===== config.mk =====
export PLATFORM = sky130hd
export DESIGN_NAME = hbridge_gate_ctrl
export DESIGN_NICKNAME = d
export VERILOG_FILES = /design/src/rtl/hbr_pkg.sv /design/src/rtl/hbr_seq.sv /design/src/rtl/hbr_leg.sv /design/src/rtl/hbr_bridge.sv /design/src/rtl/hbridge_gate_ctrl.sv
export SDC_FILE = /design/constraint.sdc
export NUM_CORES = 1
export LEC_CHECK = 0
export ABC_AREA = 1
export ABC_CLOCK_PERIOD_IN_PS = 4970
export BUFFER_PORTS_ARGS = -buffer_cell sky130_fd_sc_hd__buf_2
export CORE_UTILIZATION = 46
export CTS_CLUSTER_SIZE = 30
export DETAILED_ROUTE_END_ITERATION = 12
export PLACE_DENSITY = 0.61
export SLEW_MARGIN = 10
export SYNTH_ARGS = -nofsm -noshare
export SYNTH_HDL_FRONTEND = slang
export SYNTH_SLANG_ARGS = --single-unit

===== constraint.sdc =====
create_clock -name clk -period 4.97 [get_ports clk]
set_input_delay 0.994 -clock clk [delete_from_list [all_inputs] [get_ports clk]]
set_output_delay 0.994 -clock clk [all_outputs]
set_load 0.005 [all_outputs]

===== src/rtl/hbr_pkg.sv =====
package hbr_pkg;

  typedef enum logic [1:0] {
    LEG_OFF  = 2'b00,
    LEG_HIGH = 2'b01,
    LEG_LOW  = 2'b10
  } legCmd_t;

  typedef struct packed {
    logic              driveOk;
    legCmd_t [1:0]     leg;
  } bridgeStrobe_t;

  typedef enum logic [2:0] {
    ST_OFF,
    ST_SLEEP,
    ST_QUAL,
    ST_TURNON,
    ST_ACTIVE
  } seqState_t;

  // A leg goes high when its own bit alone is set, low when the other bit is set.
  function automatic legCmd_t decodeLeg(input logic ownBit, input logic otherBit);
    if (!ownBit && !otherBit) return LEG_OFF;
    if (ownBit && !otherBit)  return LEG_HIGH;
    return LEG_LOW;
  endfunction

endpackage


===== src/rtl/hbr_seq.sv =====
module hbr_seq
  import hbr_pkg::*;
#(
  parameter int SYNC_STAGES = 2,
  parameter int QUAL_CYC    = 625,
  parameter int TON_CYC     = 6250,
  parameter int SLEEP_CYC   = 125000
) (
  input  logic          clk,
  input  logic          rstN,
  input  logic [1:0]    inRaw,
  input  logic          pwrGood,
  input  logic          forceOff,
  output bridgeStrobe_t strobe,
  output logic          asleep
);

  localparam int MAXA  = (QUAL_CYC > TON_CYC) ? QUAL_CYC : TON_CYC;
  localparam int MAXC  = (MAXA > SLEEP_CYC) ? MAXA : SLEEP_CYC;
  localparam int CNT_W = $clog2(MAXC + 1);
  localparam logic [CNT_W-1:0] QUAL_LAST  = CNT_W'(QUAL_CYC - 1);
  localparam logic [CNT_W-1:0] TON_LAST   = CNT_W'(TON_CYC - 1);
  localparam logic [CNT_W-1:0] SLEEP_LAST = CNT_W'(SLEEP_CYC - 1);

  logic [1:0]             syncPipe [SYNC_STAGES];
  logic [SYNC_STAGES-1:0] primed;

  generate
    for (genvar g = 0; g < SYNC_STAGES; g++) begin : gSync
      if (g == 0) begin : gFirst
        always_ff @(posedge clk) begin
          if (!rstN) begin
            syncPipe[g] <= 2'b00;
            primed[g]   <= 1'b0;
          end else begin
            syncPipe[g] <= inRaw;
            primed[g]   <= 1'b1;
          end
        end
      end else begin : gNext
        always_ff @(posedge clk) begin
          if (!rstN) begin
            syncPipe[g] <= 2'b00;
            primed[g]   <= 1'b0;
          end else begin
            syncPipe[g] <= syncPipe[g-1];
            primed[g]   <= primed[g-1];
          end
        end
      end
    end
  endgenerate

  logic [1:0]       inS;
  logic             ready;
  logic             inIdle;
  seqState_t        state;
  logic [CNT_W-1:0] cnt;

  assign inS    = syncPipe[SYNC_STAGES-1];
  assign ready  = primed[SYNC_STAGES-1];
  assign inIdle = (inS == 2'b00);

  always_ff @(posedge clk) begin
    if (!rstN) begin
      state <= ST_OFF;
      cnt   <= '0;
    end else if (!pwrGood) begin
      state <= ST_OFF;
      cnt   <= '0;
    end else begin
      unique case (state)
        ST_OFF: begin
          if (ready) begin
            cnt   <= '0;
            state <= inIdle ? ST_SLEEP : ST_TURNON;
          end
        end
        ST_SLEEP: begin
          if (!inIdle) begin
            state <= ST_QUAL;
            cnt   <= CNT_W'(1);
          end
        end
        ST_QUAL: begin
          if (inIdle) begin
            state <= ST_SLEEP;
            cnt   <= '0;
          end else if (cnt == QUAL_LAST) begin
            state <= ST_TURNON;
            cnt   <= '0;
          end else begin
            cnt <= cnt + 1'b1;
          end
        end
        ST_TURNON: begin
          if (cnt == TON_LAST) begin
            state <= ST_ACTIVE;
            cnt   <= '0;
          end else begin
            cnt <= cnt + 1'b1;
          end
        end
        ST_ACTIVE: begin
          if (!inIdle) begin
            cnt <= '0;
          end else if (cnt == SLEEP_LAST) begin
            state <= ST_SLEEP;
            cnt   <= '0;
          end else begin
            cnt <= cnt + 1'b1;
          end
        end
        default: begin
          state <= ST_OFF;
          cnt   <= '0;
        end
      endcase
    end
  end

  always_comb begin
    strobe.driveOk = (state == ST_ACTIVE) && !forceOff;
    strobe.leg[0]  = decodeLeg(inS[0], inS[1]);
    strobe.leg[1]  = decodeLeg(inS[1], inS[0]);
    asleep         = (state == ST_SLEEP) || (state == ST_QUAL);
  end


  idle_restart_chk: assert property (@(posedge clk) disable iff (!rstN)
    (state == ST_ACTIVE && !inIdle && pwrGood) |=> (state != ST_SLEEP));


  direct_sleep_chk: assert property (@(posedge clk) disable iff (!rstN)
    (state == ST_OFF && ready && pwrGood && inIdle) |=> asleep);


  wake_qual_chk: assert property (@(posedge clk) disable iff (!rstN)
    (state == ST_TURNON && $past(state == ST_QUAL)) |-> !$past(inIdle));


  pwr_loss_chk: assert property (@(posedge clk) disable iff (!rstN)
    !pwrGood |=> !strobe.driveOk);

endmodule


===== src/rtl/hbr_leg.sv =====
module hbr_leg
  import hbr_pkg::*;
#(
  parameter int DEAD_CYC = 31
) (
  input  logic    clk,
  input  logic    rstN,
  input  logic    driveOk,
  input  legCmd_t cmd,
  output logic    hiOn,
  output logic    loOn
);

  localparam int GW = $clog2(DEAD_CYC + 1);
  localparam logic [GW-1:0] GAP_FULL = GW'(DEAD_CYC);
  localparam logic [GW-1:0] GAP_LAST = GW'(DEAD_CYC - 1);

  legCmd_t       want;
  logic          lastHigh;
  logic [GW-1:0] gap;

  assign want = driveOk ? cmd : LEG_OFF;

  always_ff @(posedge clk) begin
    if (!rstN) begin
      hiOn     <= 1'b0;
      loOn     <= 1'b0;
      lastHigh <= 1'b0;
      gap      <= GAP_FULL;
    end else begin
      unique case (want)
        LEG_HIGH: begin
          if (loOn) begin
            loOn     <= 1'b0;
            lastHigh <= 1'b0;
            gap      <= '0;
          end else if (!hiOn) begin
            if (lastHigh || gap >= GAP_LAST) hiOn <= 1'b1;
            else                             gap  <= gap + 1'b1;
          end
        end
        LEG_LOW: begin
          if (hiOn) begin
            hiOn     <= 1'b0;
            lastHigh <= 1'b1;
            gap      <= '0;
          end else if (!loOn) begin
            if (!lastHigh || gap >= GAP_LAST) loOn <= 1'b1;
            else                              gap  <= gap + 1'b1;
          end
        end
        default: begin
          if (hiOn || loOn) begin
            hiOn     <= 1'b0;
            loOn     <= 1'b0;
            lastHigh <= hiOn;
            gap      <= '0;
          end else if (gap < GAP_FULL) begin
            gap <= gap + 1'b1;
          end
        end
      endcase
    end
  end

  // Independent observer of the gate pins for the gap rule.
  logic          obsHigh;
  logic [GW-1:0] obsRun;

  always_ff @(posedge clk) begin
    if (!rstN) begin
      obsHigh <= 1'b0;
      obsRun  <= GAP_FULL;
    end else if (hiOn) begin
      obsHigh <= 1'b1;
      obsRun  <= '0;
    end else if (loOn) begin
      obsHigh <= 1'b0;
      obsRun  <= '0;
    end else if (obsRun < GAP_FULL) begin
      obsRun <= obsRun + 1'b1;
    end
  end


  no_shoot_chk: assert property (@(posedge clk) disable iff (!rstN)
    !(hiOn && loOn));


  dead_low_chk: assert property (@(posedge clk) disable iff (!rstN)
    ($rose(loOn) && obsHigh) |-> (obsRun >= GAP_FULL));


  dead_high_chk: assert property (@(posedge clk) disable iff (!rstN)
    ($rose(hiOn) && !obsHigh && $past(loOn) == 1'b0 && obsRun != GAP_FULL)
      |-> (obsRun >= GAP_FULL));


  gate_idle_chk: assert property (@(posedge clk) disable iff (!rstN)
    !driveOk |=> (!hiOn && !loOn));

endmodule


===== src/rtl/hbr_bridge.sv =====
module hbr_bridge
  import hbr_pkg::*;
#(
  parameter int DEAD_CYC = 31,
  parameter int N_LEGS   = 2
) (
  input  logic              clk,
  input  logic              rstN,
  input  bridgeStrobe_t     strobe,
  output logic [N_LEGS-1:0] hiGate,
  output logic [N_LEGS-1:0] loGate
);

  generate
    for (genvar g = 0; g < N_LEGS; g++) begin : gLeg
      hbr_leg #(.DEAD_CYC(DEAD_CYC)) uLeg (
        .clk     (clk),
        .rstN    (rstN),
        .driveOk (strobe.driveOk),
        .cmd     (strobe.leg[g]),
        .hiOn    (hiGate[g]),
        .loOn    (loGate[g])
      );
    end
  endgenerate

endmodule


===== src/rtl/hbridge_gate_ctrl.sv =====
module hbridge_gate_ctrl
  import hbr_pkg::*;
#(
  parameter int SYNC_STAGES = 2,
  parameter int QUAL_CYC    = 625,
  parameter int TON_CYC     = 6250,
  parameter int SLEEP_CYC   = 125000,
  parameter int DEAD_CYC    = 31
) (
  input  logic       clk,
  input  logic       rstN,
  input  logic       in1,
  input  logic       in2,
  input  logic       pwrGood,
  input  logic       forceOff,
  output logic [1:0] hiGate,
  output logic [1:0] loGate,
  output logic       asleep
);

  bridgeStrobe_t strobe;

  hbr_seq #(
    .SYNC_STAGES (SYNC_STAGES),
    .QUAL_CYC    (QUAL_CYC),
    .TON_CYC     (TON_CYC),
    .SLEEP_CYC   (SLEEP_CYC)
  ) uSeq (
    .clk      (clk),
    .rstN     (rstN),
    .inRaw    ({in2, in1}),
    .pwrGood  (pwrGood),
    .forceOff (forceOff),
    .strobe   (strobe),
    .asleep   (asleep)
  );

  hbr_bridge #(
    .DEAD_CYC (DEAD_CYC),
    .N_LEGS   (2)
  ) uBridge (
    .clk    (clk),
    .rstN   (rstN),
    .strobe (strobe),
    .hiGate (hiGate),
    .loGate (loGate)
  );

endmodule


Yosys cells after proc, flatten, opt, wreduce, memory -nomap -nowiden. Memory sizes are Yosys's and may differ from the RTL's. Index checks and enable logic that the tools add are counted.

Bits in registers: 38. RAM bits: 4. Bits of input ports: 6. Output and inout port bits: 5. Memories: 1.

$add $sub $neg: 3. $lt $le $gt $ge: 4. Eq/ne operators: 33. Multiplexer cells: 79. Bitwise gates (word level): 2. Reduce and logical (&&, ||, !) cells: 33.

Memories: uSeq.syncPipe (depth 2, bits a word 2, rd ports 2, clocked after memory_dff 0, wr ports 2, line hbr_seq.sv:25) `logic [1:0] syncPipe [SYNC_STAGES];`.

Operator list (count): $mux W17 (7); $pmux W17 S5 (1); $mux W5 (16); $mux W1 (27); $mux W2 (12); $ne A3 B3 Y1 const B (8); $mux W3 (7); $pmux W5 S2 (2); $ne A2 B2 Y1 const B (9); $add A17 B1 Y17 const B (1); $eq A17 B10 Y1 const B (1); $eq A17 B13 Y1 const B (1); $eq A17 B17 Y1 const B (1); $pmux W3 S5 (1); $pmux W1 S2 (6); $reduce_and A2 Y1 (6); $add A5 B1 Y5 const B (2); $ge A5 B5 Y1 const B (2); $lt A5 B5 Y1 const B (2); $reduce_and A5 Y1 (2); $ne A2 B1 Y1 const B (4); $reduce_bool A4 Y1 (2); $logic_or A1 B1 Y1 (7); $eq A3 B2 Y1 const B (2); other kinds (13) (25).

Longest topological paths before layout. Gate-level depths: netlist of the first run. An unclocked memory read counts as a cell.

Word-level depth: 11. Gate-level depth with buffers: 17.

By module. A second synthesis of the first run with hierarchy kept.

Cell total of the unflattened synthesis: 459. Area total of the unflattened synthesis: 2773.9 um2.

Modules (own cells, without submodules): hbr_seq (instances 1, cells an instance 253, area an instance 1530.2 um2); hbr_leg (instances 2, cells an instance 103, area an instance 621.8 um2).

Least setup slack after synthesis of the first run. OpenSTA, ideal clock, no wires.

Path kind: input to register. Start point: in forceOff. End point: reg uBridge.gLeg[1].uLeg.gap[1]. Setup time: 0.134 ns. Arrival: 2.399 ns. Setup slack: 2.437 ns. Stages: 14. Path buffers: 0. Cells stage by stage: inv_1 -> nand2_2 -> nor2_4 -> inv_1 -> nor2_1 -> inv_1 -> ha_1 -> nand2_1 -> inv_1 -> nand3b_1 -> nand3_1 -> inv_1 -> nand2_1 -> nand3_1.

Word-level cells in the longest chain between the ends: 6.

Ends and longest elaborated chain: start: declaration (line hbridge_gate_ctrl.sv:15) `input logic forceOff,`; $logic_not A1 Y1 * (line hbr_seq.sv:123) `strobe.driveOk = (state == ST_ACTIVE) && !forceOff;`; $logic_and A1 B1 Y1 * (line hbr_seq.sv:123); $mux W2 * (line hbr_leg.sv:22) `assign want = driveOk ? cmd : LEG_OFF;`; $eq A2 B1 Y1 or $eq A2 B2 Y1 (tied branches) (line hbr_leg.sv:31) `unique case (want)`; $ne A3 B3 Y1 (no source line) or $reduce_bool A4 Y1 (tied branches); $reduce_and A5 Y1 (no source line); end signal: assignment (line hbr_leg.sv:39) `else gap <= gap + 1'b1;`; end signal: assignment (line hbr_leg.sv:49) `else gap <= gap + 1'b1;`; end signal: assignment (line hbr_leg.sv:59) `gap <= gap + 1'b1;`; end: declaration (line hbr_leg.sv:20) `logic [GW-1:0] gap;`.

Every way passes the cells marked *; elsewhere a longest branch is shown, timed or not. A chain may end at the register's enable or synchronous reset.

Worst setup path in the final report of the first run.
Start point: in forceOff. End point: reg uBridge.gLeg[1].uLeg.gap[2].

Same word-level chain as after synthesis.

==> metrics.md, run 1 <==
| Metric | Value |
|---|---|
| Core ar. | 5570 um2 |
| CTS tree | yes |
| Max FO, Critical Path | 9 |
| Hold Fails Final Rpt | 0 |
| Mean Syn Cell Area | 6.34 um2 |
| CTS Hold Bufs | 0 |
| Clock tree buffer depth | 2 |
| Rows | 27 |
| Die Ht | 78.4 um |
| Post-synthesis async set-or-reset flop share | 0% |
| Worst EP required | 5.13 ns |
| Hold slack | 0.416 ns |
| Layout cells sized above 1 | 9.72% |
| Post-synthesis cell count | 424 |
| Slew Limit Fails | 0 |
| Yosys cell types | 32 |
| Endpoint type of the worst setup path | register |
| Commonest cells post-synth | nand2_1, inv_1, nand3_1, nor2_1, dfxtp_1 |
| Hold EP | uSeq.syncPipe[1][0] |
| Worst path top cell family by delay | simple AND/OR/NAND/NOR gates |
| Dpl ws | 2.02 ns |
| Cell repeated most along the worst path | inv_1 |
| CP Cell Sequence | buf_2, inv_1, nand2_2, nor2_4, inv_1, nor2_1, inv_1, ha_1, nand2_1, inv_1, nand3b_1, nand3_1, inv_1, nand2_1, nand3_1 |
| Total wire length | 5870 um |
| Worst-Margin Slew | about 0.42 ns |
| Worst setup SP type | primary input |
| Detail Placement HPWL | ~4500 um |
| WL per Instance | 11.6 um |
| Initial antenna violation count | 0 |
| Number of synthesized flops with an enable pin | 0 |
| DR iter-0 viols | ~110 |
| Cell taking the most area after synthesis | dfxtp_1 |
| R2R Path End | uBridge.gLeg[1].uLeg.gap[2] |
| Worst skew pair latency | around 0.29 ns |
| Grt ovf | 0 |
| Max-cap violations | 0 |
| Clock Pin Slew Worst Setup and Hold Paths | 0.08 ns |
| Top cells by area, synth | dfxtp_1, nand2_1, nand3_1 |
| Leak | between 1 and 1.5 nW |
| Period minus WS final | approximately 2.6 ns |
| Peak per-stage delay on the critical path | between 0.3 and 0.4 ns |
| CP bufs+invs | 6 |
| Vias | 2,510 |
| Initial core utilization | between 40 and 50% |
| PD cells | about 350 nW/um2 |
| Min-Delay Path Depth | 2 |
| Final nets | 448 |
| Mapped Nets | 439 |
| Fmax | roughly 380 MHz |
| Most instantiated library cell after synthesis | nand2_1 |
| Rel. slew slack | 72.1% |
| R2R cell count | 16 |
| CP max stage cell | ha_1 |
| Number of routed nets with antenna violations | 0 |
| HP Class | reg2reg |
| Routability cong. | 0.822 |
| Total chip power | 996 uW |
| Crit share post-route | a little over half |
| Synth warn | 0 |
| Largest net degree at the start of global routing | 21 |
| Outcome | finished, final reports clean |
| Vias in the first global route | 2,396 |
| Setup_tns | 0 ns |
| Mapped Area | around 2700 um2 |
| Clk_skew | 0.00506 ns |
| Flops & latches, synth | 42 |
| CTS Buf Count | 5 |
| CTS sink cnt | 42 |
| Antenna cells | 0 |
| DRC violations left | 0 |
| Io pins | 11 |
| Worst EP arrival | 2.79 ns |
| Die width | 78.4 um |
| RSZ-0062 raised after global routing | no |
| Top FF cell, synth | dfxtp_1 |
| Share of Yosys cell area claimed by the top area cell type | a little under a third |
| Post-CTS resize count | 0 |
| Die ar. | about 6000 um2 |
| Crit Path Class | in2reg |
| Htree depth | 2 |
| Reg-to-reg startpoint | uSeq.state[0] |
| I/O Buffers | 10 |
| Global-route wire length before repair | 10,300 um |
| Final WS setup | 2.34 ns |
| Drt pass-1 iters | 4 |
| VDD IR-drop max | 0.242 mV |
| Post-Layout Cell Count | 504 |
| Area Overhead vs Synth | 6.38% |
| Root buf cell | clkbuf_8 |
| FF-to-FF setup slack | 2.48 ns |
| Fraction of the yosys area taken by sequential cells | between 30% and 40% |
| Vias per cell | 4.98 |
| Final setup vio count | 0 |
| Worst hold start | uSeq.syncPipe[0][0] |
| # placed instances | 498 |
| GR Util All Layers | 21.5% |
| Postcts setup bufs | 0 |
worst max-delay path by stage:
stage	startpoint	to	slack, ns	depth (start not counted)
final	forceOff	uBridge.gLeg[1].uLeg.gap[2]	2.34	15
after global routing	forceOff	uBridge.gLeg[1].uLeg.gap[4]	2.09	16
after CTS	forceOff	uBridge.gLeg[1].uLeg.gap[2]	2.35	15
after detailed placement	forceOff	uBridge.gLeg[1].uLeg.gap[2]	2.02	15
after global placement	forceOff	uBridge.gLeg[1].uLeg.gap[2]	2.14	15
after floorplan	forceOff	uBridge.gLeg[1].uLeg.gap[1]	2.44	14
layout by cell type, fill, tap and decap left out:
master / n
clkinv_1: 2
nand2_1: 107
xnor2_1: 2
nor3b_1: 1
nand3_1: 56
a21oi_1: 16
ha_1: 9
xor2_1: 7
o221ai_1: 1
nor2_2: 7
o211ai_1: 2
dfxtp_1: 42
o21ai_1: 1
nand4_1: 4
nor2_4: 4
o22ai_1: 1
nor3_2: 1
nor2_1: 56
nand3_2: 6
o21a_1: 1
nand3b_1: 2
nor3_1: 5
nand2_2: 7
o31ai_1: 2
inv_2: 1
o21ai_0: 8
buf_2: 10
clkbuf_8: 6
inv_1: 64
nor4_1: 1
area by class of cell:
cell class              instances  area [um2]
well taps                      72        90.1
fillers                       607        2720
multi-input cells             307        1540
inverters                      67         251
clock buffers                   6        82.6
flip-flops and latches         42         841
repair buffers                 10        50.0
kinds of logic after synthesis:
kind of cell / share of synthesized area [%]
AOI/OAI and AO/OA: 6.61
and+or+nand+nor: 43.7
buffers and inverters: 11.3
DFF: 31.3
adders and majority gates: 4.19
xor gates and xnor gates: 2.93
metal layers:
layer  GRT usage, %  vias to the layer above  share of wire (%)
met2           36.8                       33                 48
met4           8.89                        0                1.7
met3           4.30                        6                2.8
li1               -                     1349                  -
met5              0                        -                  0
met1           26.0                     1122                 48
flip-flops by register name, summed over array words and instances (netlist names):
register	cells
uSeq.syncPipe	4
uSeq.cnt	17
uSeq.state	3
uBridge.gLeg.uLeg.gap	10
uSeq.primed	1
uSeq.ready	1
uBridge.gLeg.uLeg.loOn	2
uBridge.gLeg.uLeg.hiOn	2
uBridge.gLeg.uLeg.lastHigh	2
per-stage QoR:
step                utilization (%)  instance area, um2
floorplan                         -                2690
global placement               49.8                2780
detailed placement             49.8                2780
CTS                            51.3                2860
global route                   51.3                2860
finish                         51.3                2860
worst reg2reg max path, cell delays in order, from the launching register on:
cell and delay (ns):
dfxtp_1 0.38, inv_1 0.10, nand2_1 0.06, nor2_2 0.17
nand2_2 0.11, nor2_4 0.21, inv_1 0.08, nor2_1 0.15
inv_1 0.06, ha_1 0.35, nand2_1 0.07, inv_1 0.07
nand3b_1 0.07, nand3_1 0.22, inv_1 0.14, nand2_1 0.08
nand3_1 0.06
power by group:
| part | internal, mW | switching (mW) | total (mW) |
|---|---|---|---|
| clock | 0.107 | 0.114 | 0.221 |
| combinational | 0.143 | 0.214 | 0.357 |
| sequential | 0.375 | 0.0422 | 0.417 |
| total | 0.625 | 0.370 | 0.996 |
Note: power is estimated with default switching activity, not from simulation.
==> run 2, diff against run 1 <==
--- a/config.mk
+++ b/config.mk
@@ -6,12 +6,12 @@
 export NUM_CORES = 1
 export LEC_CHECK = 0
 export ABC_AREA = 1
-export ABC_CLOCK_PERIOD_IN_PS = 4970
+export ABC_CLOCK_PERIOD_IN_PS = 2200
 export BUFFER_PORTS_ARGS = -buffer_cell sky130_fd_sc_hd__buf_2
 export CORE_UTILIZATION = 46
 export CTS_CLUSTER_SIZE = 30
 export DETAILED_ROUTE_END_ITERATION = 12
-export PLACE_DENSITY = 0.61
+export PLACE_DENSITY = 0.64
 export SLEW_MARGIN = 10
 export SYNTH_ARGS = -nofsm -noshare
 export SYNTH_HDL_FRONTEND = slang
==> constraint.sdc (replaced) <==
create_clock -name clk -period 2.2 [get_ports clk]
set_input_delay 0.44 -clock clk [delete_from_list [all_inputs] [get_ports clk]]
set_output_delay 0.44 -clock clk [all_outputs]
set_load 0.005 [all_outputs]
==> run 2 against run 1 <==
Effect of this change: sequential share of layout area is 1.1 points lower; final area is 4.0% higher; utilization is 2.0 points higher; clock skew is 0.0068 ns higher; die area stayed put; setup slack worse by 2.1 ns; register-to-register slack worse by 2.3 ns; combinational power is 130% higher; largest cell class unchanged.
==> metrics.md, run 2 (synthesis gave the netlist of run 1 again) <==
| Metric | Value |
|---|---|
| Die width | 78.4 um (unchanged) |
| Crit share post-route | 89.9% |
| Sw power | 874 uW (+140%) |
| Antenna cells | 0 (unchanged) |
| Detail Placement HPWL | 4370 um (-1.9%) |
| DRC violations left | 0 (unchanged) |
| # placed instances | 504 (+1.2%) |
| Clock tree buffer depth | 2 (unchanged) |
| Max reg flops | 17 (unchanged) |
| Fmax | 506 MHz |
| CP max stage cell | dfxtp_1 |
| Fill cells | 583 (-4.0%) |
| Root buf cell | clkbuf_8 |
| Most common cell after layout, fill and taps aside | nand2_1 |
| Grt ovf | 0 (unchanged) |
| Endpoint type of the worst setup path | register |
| VDD IR-drop max | 0.635 mV (+160%) |
| Number of routed nets with antenna violations | 0 (unchanged) |
| CTS Hold Bufs | 0 (unchanged) |
| Max-cap violations | 0 (unchanged) |
| Vias | 2,537 (+1.1%) |
| Part of the power in combinational logic | 36.2% (+0.3 points) |
| Cell repeated most along the worst path | nor2_2 |
| Vias in the first global route | 2,301 (-4.0%) |
| PD cells | 778 nW/um2 (+120%) |
| Outcome | finished, final reports clean |
| Global-route wire length before repair | 10,000 um (-3.1%) |
| Die Ht | 78.4 um (unchanged) |
| Largest registers | uSeq.cnt: 17 flops, uBridge.gLeg.uLeg.gap: 10 flops, uSeq.syncPipe: 4 flops |
| Die ar. | 6150 um2 (unchanged) |
| Setup_tns | 0 ns (unchanged) |
| HP Class | in2reg |
| Max FO, Critical Path | 5 (-4) |
| Power share of the clock group | 23.0% (+0.8 points) |
| Layout cells sized above 1 | 14.5% (+4.8 points) |
| Final nets | 456 (+1.8%) |
| Io pins | 11 (unchanged) |
| Vias per cell | 4.94 (-0.89%) |
| CP Cell Sequence | buf_4, nor2_2, nand2_1, nor2_2, nand2_2, inv_1, ha_2, inv_2, o21ai_1, inv_1, nor2_2, nor2_4, nor3b_2, nand2_1, nand3_1 |
| Worst setup SP type | register |
| Initial core utilization | 48.2% (unchanged) |
| Hold slack | 0.316 ns (-0.0995 ns) |
| Worst skew pair latency | 0.30 ns (about the same) |
| Largest net degree at the start of global routing | 20 (-4.8%) |
| Final setup vio count | 0 (unchanged) |
| CTS Buf Count | 5 (unchanged) |
| Leak | 1.35 nW (+4.2%) |
| Hold Fails Final Rpt | 0 (unchanged) |
| Switching portion of total power | 37.8% (+0.60 points) |
| Post-Layout Cell Count | 514 (+2.0%) |
| Area Overhead vs Synth | 10.6% |
| WL per Instance | 11.2 um (-3.6%) |
| Core ar. | 5570 um2 (unchanged) |
| Htree depth | 2 (unchanged) |
| Rows | 27 (unchanged) |
| Crit Path Class | reg2reg |
| P_int | 1.44 mW (+130%) |
| Peak per-stage delay on the critical path | 0.32 ns (-0.03 ns) |
| Sequential cell fraction of total power | 40.8% (-1.1 points) |
| Period minus WS final | 1.98 ns |
| CTS tree | yes |
| Total wire length | 5770 um (-1.7%) |
| Clk_skew | 0.0118 ns (+0.00678 ns) |
| Routability cong. | 0.924 (+12%) |
| RSZ-0062 raised after global routing | yes |
| CP bufs+invs | 4 (-2) |
| CTS sink cnt | 42 (unchanged) |
| Reg with most FFs | uSeq.cnt |
| Final WS setup | 0.223 ns (-2.12 ns) |
| GR Util All Layers | 20.5% (-0.98 points) |
| Drt pass-1 iters | 4 (unchanged) |
| DR iter-0 viols | 117 (+8.3%) |
| Worst EP required | 2.45 ns (-2.68 ns) |
| Rel. slew slack | 71.5% (-0.58 points) |
| Worst path top cell family by delay | simple AND/OR/NAND/NOR gates |
| Dpl ws | 0.00216 ns (-2.02 ns) |
| I/O Buffers | 10 (unchanged) |
| Slew Limit Fails | 0 (unchanged) |
| Worst EP arrival | 2.22 ns (-0.57 ns) |
| Initial antenna violation count | 0 (unchanged) |
| Most frequent cells in the layout | nand2_1, inv_1, nand3_1 |
| Worst-Margin Slew | 0.425 ns (+0.00869 ns) |
| Clock Pin Slew Worst Setup and Hold Paths | 0.08 ns (about the same) |
## run 2: changes by cell type in the layout (fill, tap and decap cells not counted), sizes merged
cell,delta
buf,+8
clkinvlp,+1
clkinv,+1
## run 2: layout make-up
type                    count  area [um2]  area share (%)
clock buffers               6        82.6            2.78
repair buffers             18         110            3.71
flip-flops and latches     42         842            28.3
well taps                  72        90.1            3.03
clock inverters             2        12.5           0.421
multi-input cells         307        1580            53.3
inverters                  67         251            8.46
## run 2: power by group through the flow
stage	Sequential (mW)	Clock (mW)	Combinational, mW
global route	0.958	0.581	0.977
CTS	0.941	0.553	0.818
finish	0.944	0.532	0.836
detailed placement	0.956	0	0.812
floorplan	0.937	0	0.675
global placement	0.957	0	0.795
## run 2: worst paths after layout
kind / startpoint / slack, ns / endpoint / depth (start not counted)
worst max-delay path: uSeq.state[0] / 0.22 / uBridge.gLeg[1].uLeg.gap[4] / 15
worst min register to register: uSeq.syncPipe[0][1] / 0.42 / uSeq.syncPipe[1][1] / 2
worst max register to register: uSeq.state[0] / 0.22 / uBridge.gLeg[1].uLeg.gap[4] / 15
worst min-delay path: in2 / 0.32 / uSeq.syncPipe[0][1] / 3
## run 2: timing repair
item / 4_1_cts / 5_1_grt
setup buffers: 0 / 2
endpoints found under the setup margin: 1 / 5
hold endpoints to repair: 0 / 0
resized for setup: 2 / 14
pin swaps: 0 / 5
## run 2: worst min-delay path: stages
cell and delay, ns:
buf_2 0.07, nand2_1 0.04, inv_1 0.04
## run 2: metrics by stage
step	total power, mW	util (%)	cell area (um2)
4_1_cts	2.31	52.4	2920
3_5_place_dp	1.77	50.6	2820
3_3_place_gp	1.75	50.6	2820
2_1_floorplan	1.61	-	2690
6_report	2.31	53.3	2970
5_1_grt	2.52	53.3	2970
## run 2: layer usage
metal	track usage, %	wire, um
met1	26.0	2840
met2	34.5	2700
met3	3.84	153
met4	7.22	71
met5	0	0
==> run 3, diff against run 2 <==
--- a/config.mk
+++ b/config.mk
@@ -9,10 +9,12 @@
 export ABC_CLOCK_PERIOD_IN_PS = 2200
 export BUFFER_PORTS_ARGS = -buffer_cell sky130_fd_sc_hd__buf_2
 export CORE_UTILIZATION = 46
+export CTS_CLUSTER_DIAMETER = 40
 export CTS_CLUSTER_SIZE = 30
 export DETAILED_ROUTE_END_ITERATION = 12
 export PLACE_DENSITY = 0.64
 export SLEW_MARGIN = 10
 export SYNTH_ARGS = -nofsm -noshare
 export SYNTH_HDL_FRONTEND = slang
+export SYNTH_HIERARCHICAL = 1
 export SYNTH_SLANG_ARGS = --single-unit
==> run 3 against run 2 <==
Effect of this change: clock power up 15%; final area up 3.2%; highest routed layer unchanged; utilization up 1.0 points; first-iteration DRC count up 36%; sequential power up 2.3%; synthesized cell count up 8.3%; largest cell class unchanged; register-to-register slack worse by 0.09 ns.
==> metrics.md, run 3 <==
| Metric | Value |
|---|---|
| Outcome | finished, final reports clean |
| PD cells | 813 nW/um2 (+4.5%) |
| Core ar. | 5640 um2 (+1.2%) |
| Post-Layout Cell Count | 551 (+7.2%) |
| Die Ht | 79.7 um (+1.6%) |
| Crit Path Class | reg2reg |
| Design area | 3070 um2 (+3.2%) |
| Max-cap violations | 0 (unchanged) |
| FF-to-FF setup slack | 0.14 ns (-0.09 ns) |
| Synth Area in XOR/XNOR | 0.631% (-2.3 points) |
| Placed cell area | 2940 um2 (+4.1%) |
| Reg-to-reg startpoint | uSeq/state[2] |
| CP bufs+invs | 2 (-2) |
| Commonest cells post-synth | nand2_1, nor2_1, inv_1 |
| Switching portion of total power | 38.6% (+0.77 points) |
| Peak per-stage delay on the critical path | 0.34 ns (+0.02 ns) |
| HP Class | in2reg |
| Root buf cell | clkbuf_8 |
| Htree depth | 2 (unchanged) |
| DR iter-0 viols | 159 (+36%) |
| Period minus WS final | 2.06 ns (+0.0870 ns) |
| Worst-Margin Slew | 0.419 ns (-0.00628 ns) |
| Top FF cell, synth | dfxtp_1 |
| Rel. slew slack | 72.0% (+0.49 points) |
| Worst EP arrival | 2.30 ns (+0.08 ns) |
| I/O Buffers | 10 (unchanged) |
| Post-synthesis cell count | 459 (+8.3%) |
| Mapped Area | 2770 um2 (+3.3%) |
| Setup_tns | 0 ns (unchanged) |
| Total wire length | 6380 um (+11%) |
| Worst path top cell family by delay | simple AND/OR/NAND/NOR gates |
| P_int | 1.53 mW (+6.5%) |
| CP Cell Sequence | inv_1, nor4_2, buf_4, nand2_1, ha_1, nand2_1, nor2_1, a21oi_2, nand2_1, nor2_4, nand2_1, nand3_1 |
| Mapped Nets | 476 (+8.4%) |
| Drt pass-1 iters | 4 (unchanged) |
| Area Overhead vs Synth | 10.5% (about the same) |
| Fraction of the yosys area taken by sequential cells | 30.3% (-0.99 points) |
| CTS tree | yes |
| Hold EP | uSeq/syncPipe[0][1] |
| Hold slack | 0.323 ns (+0.00713 ns) |
| Post-synthesis compound-gate area fraction | 9.29% (+2.7 points) |
| Yosys cell types | 32 (unchanged) |
| Final setup vio count | 0 (unchanged) |
| Die ar. | 6340 um2 (+3.2%) |
| Synth warn | 6 (+6) |
| Power share of the clock group | 24.5% (+1.5 points) |
| Max reg flops | 17 (unchanged) |
| Vias per cell | 4.96 (+0.42%) |
| Worst hold start | in2 |
| GR Util All Layers | 22.5% (+2.0 points) |
| R2R cell count | 12 (-3) |
| Antenna cells | 0 (unchanged) |
| Mean Syn Cell Area | 6.04 um2 (-4.6%) |
| Largest net degree at the start of global routing | 21 (+5.0%) |
| DRC violations left | 0 (unchanged) |
| Clock tree buffer depth | 2 (unchanged) |
| Post-CTS resize count | 0 (-2) |
| Layout cells sized above 1 | 9.60% (-4.9 points) |
| Fmax | 484 MHz (-4.2%) |
| Vias in the first global route | 2,560 (+11%) |
| Total chip power | 2.49 mW (+7.8%) |
| Largest registers | uSeq/cnt: 17 flops, uBridge/gLeg.uLeg/gap: 10 flops, uSeq/syncPipe: 4 flops |
| CTS Buf Count | 5 (unchanged) |
| Share of Yosys cell area claimed by the top area cell type | 30.3% (-0.99 points) |
| WL per Instance | 11.6 um (+3.1%) |
| Top cells by area, synth | dfxtp_1, nand2_1, nor2_1 |
| Sequential cell fraction of total power | 38.8% (-2.0 points) |
| Most instantiated library cell after synthesis | nand2_1 |
| Max FO, Critical Path | 5 (unchanged) |
| Post-synthesis async set-or-reset flop share | 0% (unchanged) |
| Hold Fails Final Rpt | 0 (unchanged) |
| Most frequent cells in the layout | nand2_1, nor2_1, inv_1 |
| Reg with most FFs | uSeq/cnt |
| VDD IR-drop max | 0.517 mV (-19%) |
| Part of the power in combinational logic | 36.7% (+0.5 points) |
| CTS Hold Bufs | 0 (unchanged) |
| Detail Placement HPWL | 4730 um (+8.2%) |
| Worst setup SP type | register |
| Initial core utilization | 49.2% (+0.98 points) |
| Worst skew pair latency | 0.29 ns (about the same) |
| Number of synthesized flops with an enable pin | 0 (unchanged) |
| Final nets | 495 (+8.6%) |
| Leak | 1.62 nW (+20%) |
| Min-Delay Path Depth | 3 (unchanged) |
| Endpoint type of the worst setup path | register |
| Crit share post-route | 93.8% (+4.0 points) |
| Largest family of logic cells by synthesized area | simple AND/OR/NAND/NOR gates |
| Cell taking the most area after synthesis | dfxtp_1 |
| Worst EP required | 2.43 ns (-0.02 ns) |
| Rows | 27 (unchanged) |
| Synth Area in Simple Gates | 44.0% (+0.33 points) |
| Postcts setup bufs | 0 (unchanged) |
| R2R Path End | uBridge/gLeg[0].uLeg/gap[0] |
| Mux contribution to synthesized area | 0% (unchanged) |
| Clk_skew | 0.00416 ns (-0.00767 ns) |
| CP max stage cell | dfxtp_2 |
| Slew Limit Fails | 0 (unchanged) |
| Initial antenna violation count | 0 (unchanged) |
| Sw power | 961 uW (+10%) |
| CTS sink cnt | 42 (unchanged) |
| Die width | 79.7 um (+1.6%) |
| Routability cong. | 0.883 (-4.4%) |
| # placed instances | 543 (+7.7%) |
| Number of routed nets with antenna violations | 0 (unchanged) |
| Io pins | 11 (unchanged) |
| Cell repeated most along the worst path | nand2_1 |
| Most common cell after layout, fill and taps aside | nand2_1 |
| Grt ovf | 0 (unchanged) |
| Vias | 2,731 (+7.6%) |
| Global-route wire length before repair | 11,200 um (+12%) |
| Clock Pin Slew Worst Setup and Hold Paths | 0.08 ns (about the same) |
| Synth Area in Adders | 4.96% (+0.77 points) |
| Flops & latches, synth | 42 (unchanged) |
## run 3: cell count changes after synthesis, moves of 7 or more
| cell | change |
|---|---|
| nand3_1 | -14 |
| nand4_1 | +12 |
| nor2_1 | +12 |
| nand2_1 | +42 |
| nand2_2 | -7 |
## run 3: worst max path at each step
stage | start | to | cells past startpoint
2_1_floorplan | uSeq/state[2] | uBridge/gLeg[0].uLeg/gap[2] | 10
3_5_place_dp | forceOff | uBridge/gLeg[0].uLeg/gap[0] | 11
6_report | uSeq/state[2] | uBridge/gLeg[0].uLeg/gap[0] | 12
3_3_place_gp | forceOff | uBridge/gLeg[0].uLeg/gap[0] | 11
5_1_grt | uSeq/state[2] | uBridge/gLeg[1].uLeg/gap[2] | 12
4_1_cts | uSeq/state[2] | uBridge/gLeg[0].uLeg/gap[0] | 11
## run 3: final cells by class
class	count	area, um2
fill	565	2580
timing repair buffer	18	110
inverter	69	262
multi-input combinational	342	1650
tap	72	90.1
clock buffer	5	68.8
clock inverter	3	40.0
sequential	42	842
## run 3: cell families after synthesis
logic type | count (synthesis)
compound gates | 42
xor+xnor | 2
fa+ha+maj | 11
buf+inv | 75
simple gates | 287
flops | 42
## run 3: worst register-to-register path: stages, from the launching register on
cell	delay, ns
dfxtp_2	0.34
inv_1	0.09
nor4_2	0.22
buf_4	0.16
nand2_1	0.06
ha_1	0.33
nand2_1	0.13
nor2_1	0.07
a21oi_2	0.19
nand2_1	0.13
nor2_4	0.14
nand2_1	0.07
nand3_1	0.08
## run 3: power groups by stage
stage	registers [mW]	logic, mW	clock network (mW)
5_1_grt	0.983	1.07	0.671
6_report	0.966	0.916	0.611
3_3_place_gp	0.978	0.873	0
2_1_floorplan	0.949	0.732	0
4_1_cts	0.961	0.889	0.633
3_5_place_dp	0.980	0.885	0
## run 3: per-stage QoR
stage / setup WS [ns] / utilization [%]
after detailed placement: 0.0762 / 52.1
after global routing: -0.00273 / 54.3
after floorplan: 0.188 / -
after CTS: 0.0883 / 54.0
final: 0.136 / 54.3
after global placement: 0.0480 / 52.1
## run 3: layer usage
layer	part of all wire [%]	global-route usage [%]
met4	0.72	4.91
met1	48	27.3
met3	2.5	4.57
met2	49	40.3
met5	0	0
